<file path="config.mk">
export PLATFORM = sky130hd
export DESIGN_NAME = lpc_io_target
export DESIGN_NICKNAME = d
export VERILOG_FILES = /design/src/rtl/lpc_tgt_pkg.sv /design/src/rtl/lpc_addr_decode.sv /design/src/rtl/lpc_sync_ctrl.sv /design/src/rtl/lpc_dreq_ctrl.sv /design/src/rtl/lpc_io_target.sv
export SDC_FILE = /design/constraint.sdc
export NUM_CORES = 1
export LEC_CHECK = 0
export ABC_AREA = 1
export CAP_MARGIN = 20
export CORE_MARGIN = 2
export CORE_UTILIZATION = 30
export DETAILED_ROUTE_END_ITERATION = 16
export GPL_ROUTABILITY_DRIVEN = 1
export SYNTH_ARGS = -nofsm -noshare
export SYNTH_HDL_FRONTEND = slang
export SYNTH_SLANG_ARGS = --single-unit
</file>
<file path="constraint.sdc">
create_clock -name clk -period 1.75 [get_ports clk]
set_clock_uncertainty 0.15 [all_clocks]
set_input_delay 0.2625 -clock clk [delete_from_list [all_inputs] [get_ports clk]]
set_output_delay 0.2625 -clock clk [all_outputs]
set_load 0.01 [all_outputs]
</file>
<file path="src/rtl/lpc_tgt_pkg.sv">
// Package: shared state encoding and LAD nibble codes for the LPC I/O target.
// Assumes: one nibble per clock on LAD; codes below are fixed by the bus protocol.
package lpc_tgt_pkg;

    typedef enum logic [3:0] {
        ST_IDLE,
        ST_CTYPE,
        ST_ADDR,
        ST_WDATA,
        ST_TAR1,
        ST_TAR2,
        ST_SYNC,
        ST_RD0,
        ST_RD1,
        ST_TARD
    } lpc_state_e;

    localparam logic [3:0] NIB_START   = 4'b0000;
    localparam logic [3:0] NIB_IORD    = 4'b0000;
    localparam logic [3:0] NIB_IOWR    = 4'b0010;
    localparam logic [3:0] SYNC_READY  = 4'b0000;
    localparam logic [3:0] SYNC_LWAIT  = 4'b0110;
    localparam logic [3:0] SYNC_ERR    = 4'b1010;
    localparam logic [3:0] NIB_TAR     = 4'b1111;

endpackage

</file>
<file path="src/rtl/lpc_addr_decode.sv">
// Module: compares the upper address bits against the decode window.
// Assumes: window is aligned to its own size (2**WIN_BITS bytes).
module lpc_addr_decode #(
    parameter int          WIN_BITS = 3,
    parameter logic [15:0] WIN_BASE = 16'h0300,
    localparam int         TAG_W    = 16 - WIN_BITS
) (
    input  logic [TAG_W-1:0] addr_tag,
    output logic             hit
);

    // Window match on the tag bits only.
    always_comb hit = (addr_tag == WIN_BASE[15:WIN_BITS]);

endmodule

</file>
<file path="src/rtl/lpc_sync_ctrl.sv">
// Module: counts SYNC wait nibbles, runs the register-port handshake and
// picks the SYNC code (long wait, ready or error) for each clock.
// Assumes: 'active' is high only while the top is in its SYNC phase; it is
// cleared between cycles, which restarts the count.
module lpc_sync_ctrl
    import lpc_tgt_pkg::*;
#(
    parameter int RD_WAITS  = 3,
    parameter int WR_WAITS  = 2,
    parameter int TMO_SYNCS = 330,
    localparam int CW       = $clog2(TMO_SYNCS + 1)
) (
    input  logic       clk,
    input  logic       rst_n,
    input  logic       active,
    input  logic       is_read,
    input  logic       reg_ready,
    input  logic [7:0] reg_rdata,
    output logic       req,
    output logic [3:0] sync_nib,
    output logic       sync_last,
    output logic [7:0] rdata_q
);

    localparam logic [CW-1:0] NEED_RD = CW'(RD_WAITS);
    localparam logic [CW-1:0] NEED_WR = CW'(WR_WAITS);
    localparam logic [CW-1:0] TMO     = CW'(TMO_SYNCS);

    logic [CW-1:0] wcnt;
    logic          acc_done;
    logic          ready_now;
    logic          tmo_now;
    logic [CW-1:0] need;

    // Request is held until ready or until the timeout nibble.
    always_comb begin
        need      = is_read ? NEED_RD : NEED_WR;
        req       = active && !acc_done && (wcnt < TMO);
        ready_now = active && acc_done && (wcnt >= need);
        tmo_now   = active && !acc_done && (wcnt == TMO);
        sync_last = ready_now || tmo_now;
        if (ready_now)    sync_nib = SYNC_READY;
        else if (tmo_now) sync_nib = SYNC_ERR;
        else              sync_nib = SYNC_LWAIT;
    end

    // Wait counter, completion flag and captured read byte.
    always_ff @(posedge clk) begin
        if (!rst_n || !active) begin
            wcnt     <= '0;
            acc_done <= 1'b0;
            rdata_q  <= (rst_n && !active && acc_done) ? rdata_q : 8'hFF;
        end else begin
            wcnt <= wcnt + 1'b1;
            if (req && reg_ready) begin
                acc_done <= 1'b1;
                rdata_q  <= reg_rdata;
            end
        end
    end

endmodule

</file>
<file path="src/rtl/lpc_dreq_ctrl.sv">
// Module: drives the idle-high DMA request line; tristates it in power-down.
// Assumes: no DMA channel is served, so the line never asserts.
module lpc_dreq_ctrl (
    input  logic clk,
    input  logic rst_n,
    input  logic pwr_down_n,
    output logic dma_req_n,
    output logic dma_req_oe
);

    assign dma_req_n = 1'b1;

    // Enable follows power-down; reset alone keeps the line driven high.
    always_ff @(posedge clk) begin
        if (!pwr_down_n)  dma_req_oe <= 1'b0;
        else if (!rst_n)  dma_req_oe <= 1'b1;
        else              dma_req_oe <= 1'b1;
    end

endmodule

</file>
<file path="src/rtl/lpc_io_target.sv">
// Module: LPC I/O read/write target. Decodes START, type, 16-bit address and
// write data, runs SYNC waits through lpc_sync_ctrl, returns read data and
// hands the bus back after a one-clock 1111 turnaround.
// Assumes: 8-bit transfers only; frame_n low always restarts decoding.
module lpc_io_target
    import lpc_tgt_pkg::*;
#(
    parameter int          WIN_BITS  = 3,
    parameter logic [15:0] WIN_BASE  = 16'h0300,
    parameter int          RD_WAITS  = 3,
    parameter int          WR_WAITS  = 2,
    parameter int          TMO_SYNCS = 330
) (
    input  logic        clk,
    input  logic        rst_n,
    input  logic        pwr_down_n,
    input  logic        frame_n,
    input  logic [3:0]  lad_in,
    output logic [3:0]  lad_out,
    output logic        lad_oe,
    output logic        dma_req_n,
    output logic        dma_req_oe,
    output logic [15:0] reg_addr,
    output logic [7:0]  reg_wdata,
    output logic        reg_rd,
    output logic        reg_wr,
    input  logic [7:0]  reg_rdata,
    input  logic        reg_ready
);

    lpc_state_e  state;
    logic [1:0]  nib_cnt;
    logic        is_rd;
    logic [15:0] addr_q;
    logic [7:0]  wdata_q;
    logic [15:0] addr_next;
    logic        hit;
    logic        run;
    logic        sync_act;
    logic        req;
    logic [3:0]  sync_nib;
    logic        sync_last;
    logic [7:0]  rdata_q;

    // Block is live only outside reset and power-down.
    always_comb begin
        run       = rst_n && pwr_down_n;
        addr_next = {addr_q[11:0], lad_in};
        sync_act  = run && frame_n && (state == ST_SYNC);
    end

    lpc_addr_decode #(.WIN_BITS(WIN_BITS), .WIN_BASE(WIN_BASE)) u_dec (
        .addr_tag (addr_next[15:WIN_BITS]),
        .hit      (hit)
    );

    lpc_sync_ctrl #(.RD_WAITS(RD_WAITS), .WR_WAITS(WR_WAITS),
                    .TMO_SYNCS(TMO_SYNCS)) u_sync (
        .clk       (clk),
        .rst_n     (run),
        .active    (sync_act),
        .is_read   (is_rd),
        .reg_ready (reg_ready),
        .reg_rdata (reg_rdata),
        .req       (req),
        .sync_nib  (sync_nib),
        .sync_last (sync_last),
        .rdata_q   (rdata_q)
    );

    lpc_dreq_ctrl u_dreq (
        .clk        (clk),
        .rst_n      (rst_n),
        .pwr_down_n (pwr_down_n),
        .dma_req_n  (dma_req_n),
        .dma_req_oe (dma_req_oe)
    );

    // Cycle sequencer: frame low restarts, otherwise step through the phases.
    always_ff @(posedge clk) begin
        if (!run) begin
            state   <= ST_IDLE;
            nib_cnt <= '0;
            is_rd   <= 1'b0;
            addr_q  <= '0;
            wdata_q <= '0;
        end else if (!frame_n) begin
            state <= (lad_in == NIB_START) ? ST_CTYPE : ST_IDLE;
        end else begin
            case (state)
                ST_CTYPE: begin
                    nib_cnt <= '0;
                    if (lad_in == NIB_IORD) begin
                        is_rd <= 1'b1;
                        state <= ST_ADDR;
                    end else if (lad_in == NIB_IOWR) begin
                        is_rd <= 1'b0;
                        state <= ST_ADDR;
                    end else begin
                        state <= ST_IDLE;
                    end
                end
                ST_ADDR: begin
                    addr_q  <= addr_next;
                    nib_cnt <= nib_cnt + 1'b1;
                    if (nib_cnt == 2'd3) begin
                        nib_cnt <= '0;
                        if (!hit)       state <= ST_IDLE;
                        else if (is_rd) state <= ST_TAR1;
                        else            state <= ST_WDATA;
                    end
                end
                ST_WDATA: begin
                    if (nib_cnt == 2'd0) begin
                        wdata_q[3:0] <= lad_in;
                        nib_cnt      <= 2'd1;
                    end else begin
                        wdata_q[7:4] <= lad_in;
                        state        <= ST_TAR1;
                    end
                end
                ST_TAR1: state <= ST_TAR2;
                ST_TAR2: state <= ST_SYNC;
                ST_SYNC: if (sync_last) state <= is_rd ? ST_RD0 : ST_TARD;
                ST_RD0:  state <= ST_RD1;
                ST_RD1:  state <= ST_TARD;
                default: state <= ST_IDLE;
            endcase
        end
    end

    // Bus drive and register-port outputs.
    always_comb begin
        lad_oe    = run && (state inside {ST_SYNC, ST_RD0, ST_RD1, ST_TARD});
        reg_addr  = addr_q;
        reg_wdata = wdata_q;
        reg_rd    = req && is_rd;
        reg_wr    = req && !is_rd;
        case (state)
            ST_SYNC: lad_out = sync_nib;
            ST_RD0:  lad_out = rdata_q[3:0];
            ST_RD1:  lad_out = rdata_q[7:4];
            default: lad_out = NIB_TAR;
        endcase
    end

    // reset releases the bus and the register port.
    always @(posedge clk)
        if (!rst_n)
            a_r1_reset_quiet: assert (!lad_oe && !reg_rd && !reg_wr);

    // an abort frame releases LAD in the following clock.
    a_r7_abort_release: assert property (@(posedge clk) disable iff (!rst_n)
        !frame_n |=> !lad_oe);

    // a pending request is only ever seen under a long-wait SYNC.
    a_r5_req_under_wait: assert property (@(posedge clk) disable iff (!rst_n)
        (reg_rd || reg_wr) |-> (lad_oe && lad_out == SYNC_LWAIT));

    // a read's ready SYNC is preceded by at least three wait nibbles.
    a_r4_read_min_waits: assert property (@(posedge clk) disable iff (!rst_n)
        (lad_oe && state == ST_SYNC && lad_out == SYNC_READY && is_rd) |->
        ($past(lad_out, 1) == SYNC_LWAIT && $past(lad_out, 2) == SYNC_LWAIT
         && $past(lad_out, 3) == SYNC_LWAIT));

    // the error SYNC only follows a driven wait nibble.
    a_r6_err_after_wait: assert property (@(posedge clk) disable iff (!rst_n)
        (lad_oe && state == ST_SYNC && lad_out == SYNC_ERR) |->
        ($past(lad_oe) && $past(lad_out) == SYNC_LWAIT));

    // power-down keeps LAD released and tristates the request line.
    a_r10_pd_quiet: assert property (@(posedge clk) disable iff (!rst_n)
        !pwr_down_n |=> (!dma_req_oe && !lad_oe));

endmodule

</file>
# --- Yosys cells after proc, flatten, opt, wreduce, memory -nomap -nowiden ---
# Cells that the tools add are included.
classes:
  bitwise_logic: 1
  eq_ne: 18
  mux: 24
  magnitude_cmp: 2
  n_reduce_logical: 33
  n_addsub: 2
ops:
  columns: ["cell", "n"]
  rows:
  - ["$pmux W4 S8", 1]
  - ["$mux W4", 7]
  - ["$mux W8", 3]
  - ["$eq A4 B3 Y1 const B", 4]
  - ["$reduce_and A3 Y1", 5]
  - ["$logic_and A1 B1 Y1", 14]
  - ["$eq A13 B7 Y1 const B", 1]
  - ["$eq A4 B2 Y1 const B", 3]
  - ["$pmux W4 S3", 1]
  - ["$add A9 B1 Y9 const B", 1]
  - ["$eq A9 B9 Y1 const B", 1]
  - ["$ge A9 B9 Y1", 1]
  - ["$lt A9 B9 Y1 const B", 1]
  - ["$ne A3 B3 Y1 const B", 3]
  - ["$eq A4 B4 Y1 const B", 2]
  - ["$mux W2", 4]
  - ["$mux W3", 2]
  - ["$pmux W2 S3", 1]
  - ["$mux W1", 5]
  - ["$eq A4 B1 Y1 const B", 1]
  - ["$logic_not A1 Y1", 4]
  - ["$logic_not A4 Y1", 1]
  - ["$ne A2 B2 Y1 const B", 2]
  - ["$reduce_and A2 Y1", 2]
  - ["other kinds (8)", 10]
totals:
  output_inout_bits: 33
  in_bits: 17
  regBits: 50

# --- Logic depth before layout (Yosys ltp) ---
logic_depth:
  ltp_word: 9
  ltp_mapped: 12
  depth_no_buf: 12

# --- Modules after synthesis ---
# A second synthesis with hierarchy kept.
unflattened:
  cells_unflattened: 350
  hier_area_um2: 2590.0
by_module_without_submodules:
  columns: ["mod", "cells_each", "area_per_inst_um2", "seq_area_each_um2", "n_inst"]
  rows:
  - ["lpc_io_target", 218, 1490.2, 620.6, 1]
  - ["lpc_sync_ctrl", 110, 991.0, 440.4, 1]
  - ["lpc_addr_decode", 19, 77.6, 0.0, 1]
  - ["lpc_dreq_ctrl", 3, 31.3, 20.0, 1]

# --- Worst setup path before layout ---
# No wires, ideal clock.
synth_path:
  kind: "register to register"
  start: "register state[1]"
  end: "register u_sync.rdata_q[0], enable pin"
  t_arrival_ns: 1.324
  synth_period_minus_slack_ns: 1.803
  stages_incl_launch_ff: 10
  required_time_ns: 1.271
  slack_ns: -0.053
  n_path_buf: 1
  cell_sequence: "dfxtp_1 inv_2 nor2_4 nand2_4 nor2_8 inv_2 buf_6 nor3_2 nand2_1 nand2_1"
synth_via:
  elab_chain_cells: 7
synth_lines:
  columns: ["item", "line", "rtl"]
  rows:
  - ["start, declared", "lpc_io_target.sv:31", "lpc_state_e state;"]
  - ["start signal, assigned", "lpc_io_target.sv:88", "state <= (lad_in == NIB_START) ? ST_CTYPE : ST_IDLE;"]
  - ["start signal, assigned", "lpc_io_target.sv:124", "ST_SYNC: if (sync_last) state <= is_rd ? ST_RD0 : ST_TARD;"]
  - ["$eq A4 B3 Y1 (*)", "lpc_io_target.sv:49", "sync_act = run && frame_n && (state == ST_SYNC);"]
  - ["$logic_and A1 B1 Y1 (*)", "lpc_io_target.sv:49", null]
  - ["$logic_not A1 Y1 or $logic_and A1 B1 Y1 (tied branches)", "lpc_sync_ctrl.sv:49, lpc_sync_ctrl.sv:52, lpc_sync_ctrl.sv:38", null]
  - ["$logic_and A1 B1 Y1 (on tied branches)", "lpc_sync_ctrl.sv:52, lpc_sync_ctrl.sv:38", null]
  - ["$logic_and A1 B1 Y1 (on tied branches)", "lpc_sync_ctrl.sv:52, lpc_sync_ctrl.sv:55", null]
  - ["$ne A2 B2 Y1 (no line) or $reduce_bool A2 Y1 (tied branches)", null, null]
  - ["$reduce_and A2 Y1 (no line) (*)", null, null]
  - ["end signal, assigned", "lpc_sync_ctrl.sv:52", "rdata_q <= (rst_n && !active && acc_done) ? rdata_q : 8'hFF;"]
  - ["end signal, assigned", "lpc_sync_ctrl.sv:57", "rdata_q <= reg_rdata;"]
  - ["end, declared", "lpc_sync_ctrl.sv:22", "output logic [7:0] rdata_q"]
# Mark *: on every way between the ends. The rest lies on a longest branch, timed or not.
# A chain may end at the register's enable or synchronous reset.

# --- Worst setup path after layout ---
layout_path:
  start: "register u_sync.wcnt[0]"
  end: "output port lad_out[2]"
layout_via:
  elab_chain_cells: 5
layout_lines:
  columns: ["item", "line", "rtl"]
  rows:
  - ["start, declared", "lpc_sync_ctrl.sv:29", "logic [CW-1:0] wcnt;"]
  - ["start signal, assigned", "lpc_sync_ctrl.sv:54", "wcnt <= wcnt + 1'b1;"]
  - ["branches (longest 3 deep; another with $ge A9 B9 Y1)", null, null]
  - ["$mux W4 (*)", "lpc_sync_ctrl.sv:42", "if (ready_now) sync_nib = SYNC_READY;"]
  - ["$pmux W4 S3 (*)", "lpc_io_target.sv:139", "case (state)"]
  - ["end, declared", "lpc_io_target.sv:19", "output logic [3:0] lad_out,"]
# Mark *: on every way between the ends.

==> metrics.txt <==
Crit-path slowest cell=dfxtp_2; fin util=a little under half; status=finished, violations left; routed wire length=5960 um; insertion delay to the later sink of the worst-skew pair=approximately 0.31 ns; power per standard cell area=around 540 nW/um2; worst hold slack=around 0.30 ns; die area=just under 9000 um2; Initial DRT Pass Iterations=4; pin count of the biggest net entering global routing=24; crit path from=u_sync.wcnt[0]$_SDFF_PN0_; Fin. Hold Viols=0; fin crit share=112%; CTS tree=built; core area=a little under 8000 um2; Root Buffer=clkbuf_8; Power Internal=about 1500 uW; WP depth=11; commonest cells after routing, fill and taps aside=buf_4, nor2_1, clkdlybuf4s50_1, nand2_1, dfxtp_1; # nets final=between 400 and 500; syn avg cell area=7.77 um2; CTS sink count=50; setup slack, reg-to-reg=-0.05 ns; Yosys cell types=38; Met2 Wirelength=2930 um; crit path launch type=flop; Crit Path Max Fanout=3; Syn Nets=335; Place WS=-0.768 ns; crit path capture=lad_out[2]; cell count of the worst hold path=4; Sw Pwr=between 400 and 500 uW; Post-Synthesis Cells=313; Finished Cell Area=approximately 3700 um2; wire length per cell=11.6 um; sequential area share after synthesis=44.5%; HP Class=primary input to flop; Max VDD drop=376 uV; Setup violations, final=14; detailed-placement wirelength estimate=around 4500 um; leading cell type in the layout, fill and taps excluded=buf_4; DP Area=3330 um2; Longest Clk Path Bufs=2; die span in y=94.0 um; vias in the first global route=2178; static leakage=between 0.001 and 0.0015 uW; cell family with most CP delay=simple AND/OR/NAND/NOR gates; Via density=4.47; P&R area growth vs syn=51.0%; Worst Path Buf+Inv=4; worst reg2reg path endpoint=u_sync.rdata_q[0]$_SDFFCE_PN1P_; setup TNS=-1.22 ns; Cell Rows=32; RSZ-0062 raised after global routing=true; initial antenna violation count=0; Die X=between 90 and 100 um; max-cap violation count=0; reg2reg start=state[2]$_SDFFE_PP0P_; Post-Route M1 WL=2710 um; Placer Congestion=roughly 0.82; Seq pwr share=slightly below 60%; kind of critical path=flop to output port; H-Tree Depth=2; Starting Density=between 30% and 40%; fmax=between 0.5 and 0.6 GHz; CP max stage delay=between 0.3 and 0.4 ns; Antenna Nets Post-Route=0; first-pass GRT wire length=9780 um; I/O Buffers=48; post-route setup slack=-0.214 ns; Sw Share=roughly a quarter; total grt overflow=0; critical path arrival=roughly 1.6 ns; crit path cell chain=inv_2 -> buf_6 -> ha_4 -> nand2_2 -> inv_2 -> nand2_2 -> nor2_2 -> nand3_2 -> nand3_2 -> nand4_1 -> buf_2; Slew Viols, Final=0; number of diodes=0; synth warn=0; failing checks=setup timing; drt initial violations=114; Synth Cell Area=roughly 2400 um2; clock power share=36.2%; Logic pwr share=under 10%; vias=2309; # DRC=0; Critical Path Sink Type=output port; Final min period=a little under 2 ns; CTS buffer count=5; clock-pin slew on the worst setup and hold paths=about 0.10 ns; metal3 WL=approximately 250 um; Fillers=~770; I/O pins=50; worst r2r path cells=9; synthesized flop and latch total=50; data required time of the worst path=between 1 and 1.5 ns; Max Used Layer=met4; ratio of cells with drive above 1 in the final layout=between 30% and 40%; total track usage=roughly 14%
-- worst min-delay path, delay by kind of cell --
kind                   cells  cell delay, ns
and+or+nand+nor            2            0.18
buffers and inverters      2            0.29
-- worst min path at each step --
stage | start | end | slack (ns)
after floorplan | pwr_down_n | u_dreq.dma_req_oe$_DFF_P_ | 0.14
after global placement | reg_wdata[6]$_SDFFE_PP0P_ | reg_wdata[6]$_SDFFE_PP0P_ | 0.31
after detailed placement | reg_wdata[6]$_SDFFE_PP0P_ | reg_wdata[6]$_SDFFE_PP0P_ | 0.31
after CTS | pwr_down_n | u_dreq.dma_req_oe$_DFF_P_ | 0.28
after global routing | rst_n | reg_wdata[6]$_SDFFE_PP0P_ | 0.31
final | rst_n | nib_cnt[1]$_SDFFE_PP0P_ | 0.30
-- cell families (layout without fill, tap and decap cells) --
group / after synthesis / in the layout / synth area share [%]
compound gates: 57 / 57 / 12.6
xor+xnor: 1 / 1 / 0.360
fa+ha+maj: 5 / 5 / 2.57
buf+inv: 44 / 145 / 7.87
flops: 50 / 50 / 44.5
other cells: 1 / 1 / 0.154
simple gates: 155 / 155 / 32.0
-- power groups by stage --
stage / logic, uW / clock network (uW) / registers (uW)
final: 99.4 / 715 / 1160
after global routing: 108 / 786 / 1160
after CTS: 95.5 / 740 / 1160
after detailed placement: 92.1 / 0 / 1190
after global placement: 92.3 / 0 / 1190
after floorplan: 31.1 / 0 / 1190
-- per-layer routing --
metal	GRT usage (%)	up-vias
li1	-	1217
met1	16.9	1033
met2	24.6	52
met3	3.05	7
met4	3.26	0
met5	0	-
-- synth_stat cells --
library cell  instances  share of area (%)
clkbuf_2              1               0.21
o21a_1                1               0.31
o21ai_1               2               0.41
dfxtp_1              42                 35
nand4_1               5                1.3
xnor2_1               1               0.36
nand3b_1              1               0.31
nor4_2                1               0.51
edfxtp_1              8                9.9
nor3b_1               1               0.31
nor2_8                1               0.82
nor2_1               51                7.9
nand3_2               3                1.2
nand2_4               3                1.4
nor3_1                4               0.82
buf_4                 2               0.62
buf_2                 2               0.41
nor2_4                3                1.4
nand4_2               1               0.51
nor4_1                3               0.77
o21ai_0              29                6.0
inv_1                28                4.3
ha_1                  5                2.6
o31ai_1               1               0.31
inv_2                 7                1.1
nor3_2                2               0.82
nand3_1              18                3.7
o21ai_4               1               0.67
or2_1                 8                2.1
nor2_2                3               0.77
conb_1                1               0.15
a21oi_1              21                4.3
nand2_2               1               0.26
o22ai_1               1               0.26
o41ai_1               1               0.36
buf_6                 2               0.93
nand2_1              46                7.1
clkbuf_1              2               0.31
-- area by class of cell --
cell class | instances | area [um2] | area share [%]
repair buffers | 102 | 886 | 24.1
clock inverters | 3 | 25.0 | 0.682
inverters | 35 | 134 | 3.65
multi-input cells | 219 | 1340 | 36.4
clock buffers | 5 | 68.8 | 1.88
well taps | 102 | 128 | 3.48
flip-flops and latches | 50 | 1090 | 29.8
-- state kept, by name (all words and copies together), names as in the netlist --
register / count
reg_wdata: 8
u_dreq.dma_req_oe: 1
is_rd: 1
u_sync.wcnt: 9
u_sync.acc_done: 1
state: 4
u_sync.rdata_q: 8
reg_addr: 16
nib_cnt: 2
-- metrics by stage --
step           power (uW)  instances
2_1_floorplan        1220        313
3_3_place_gp         1280        501
3_5_place_dp         1280        501
4_1_cts              2000        512
5_1_grt              2060        516
6_report             1980        516
-- what timing repair did --
action | 4_1_cts | 5_1_grt
hold endpoints to repair | 0 | 1
setup buffers | 3 | 4
pin swaps | 7 | 9
gates resized for setup | 54 | 36
setup endpoints to repair | 17 | 32
hold buffers | 0 | 1
No activity file was read; power rests on OpenSTA's default activity.
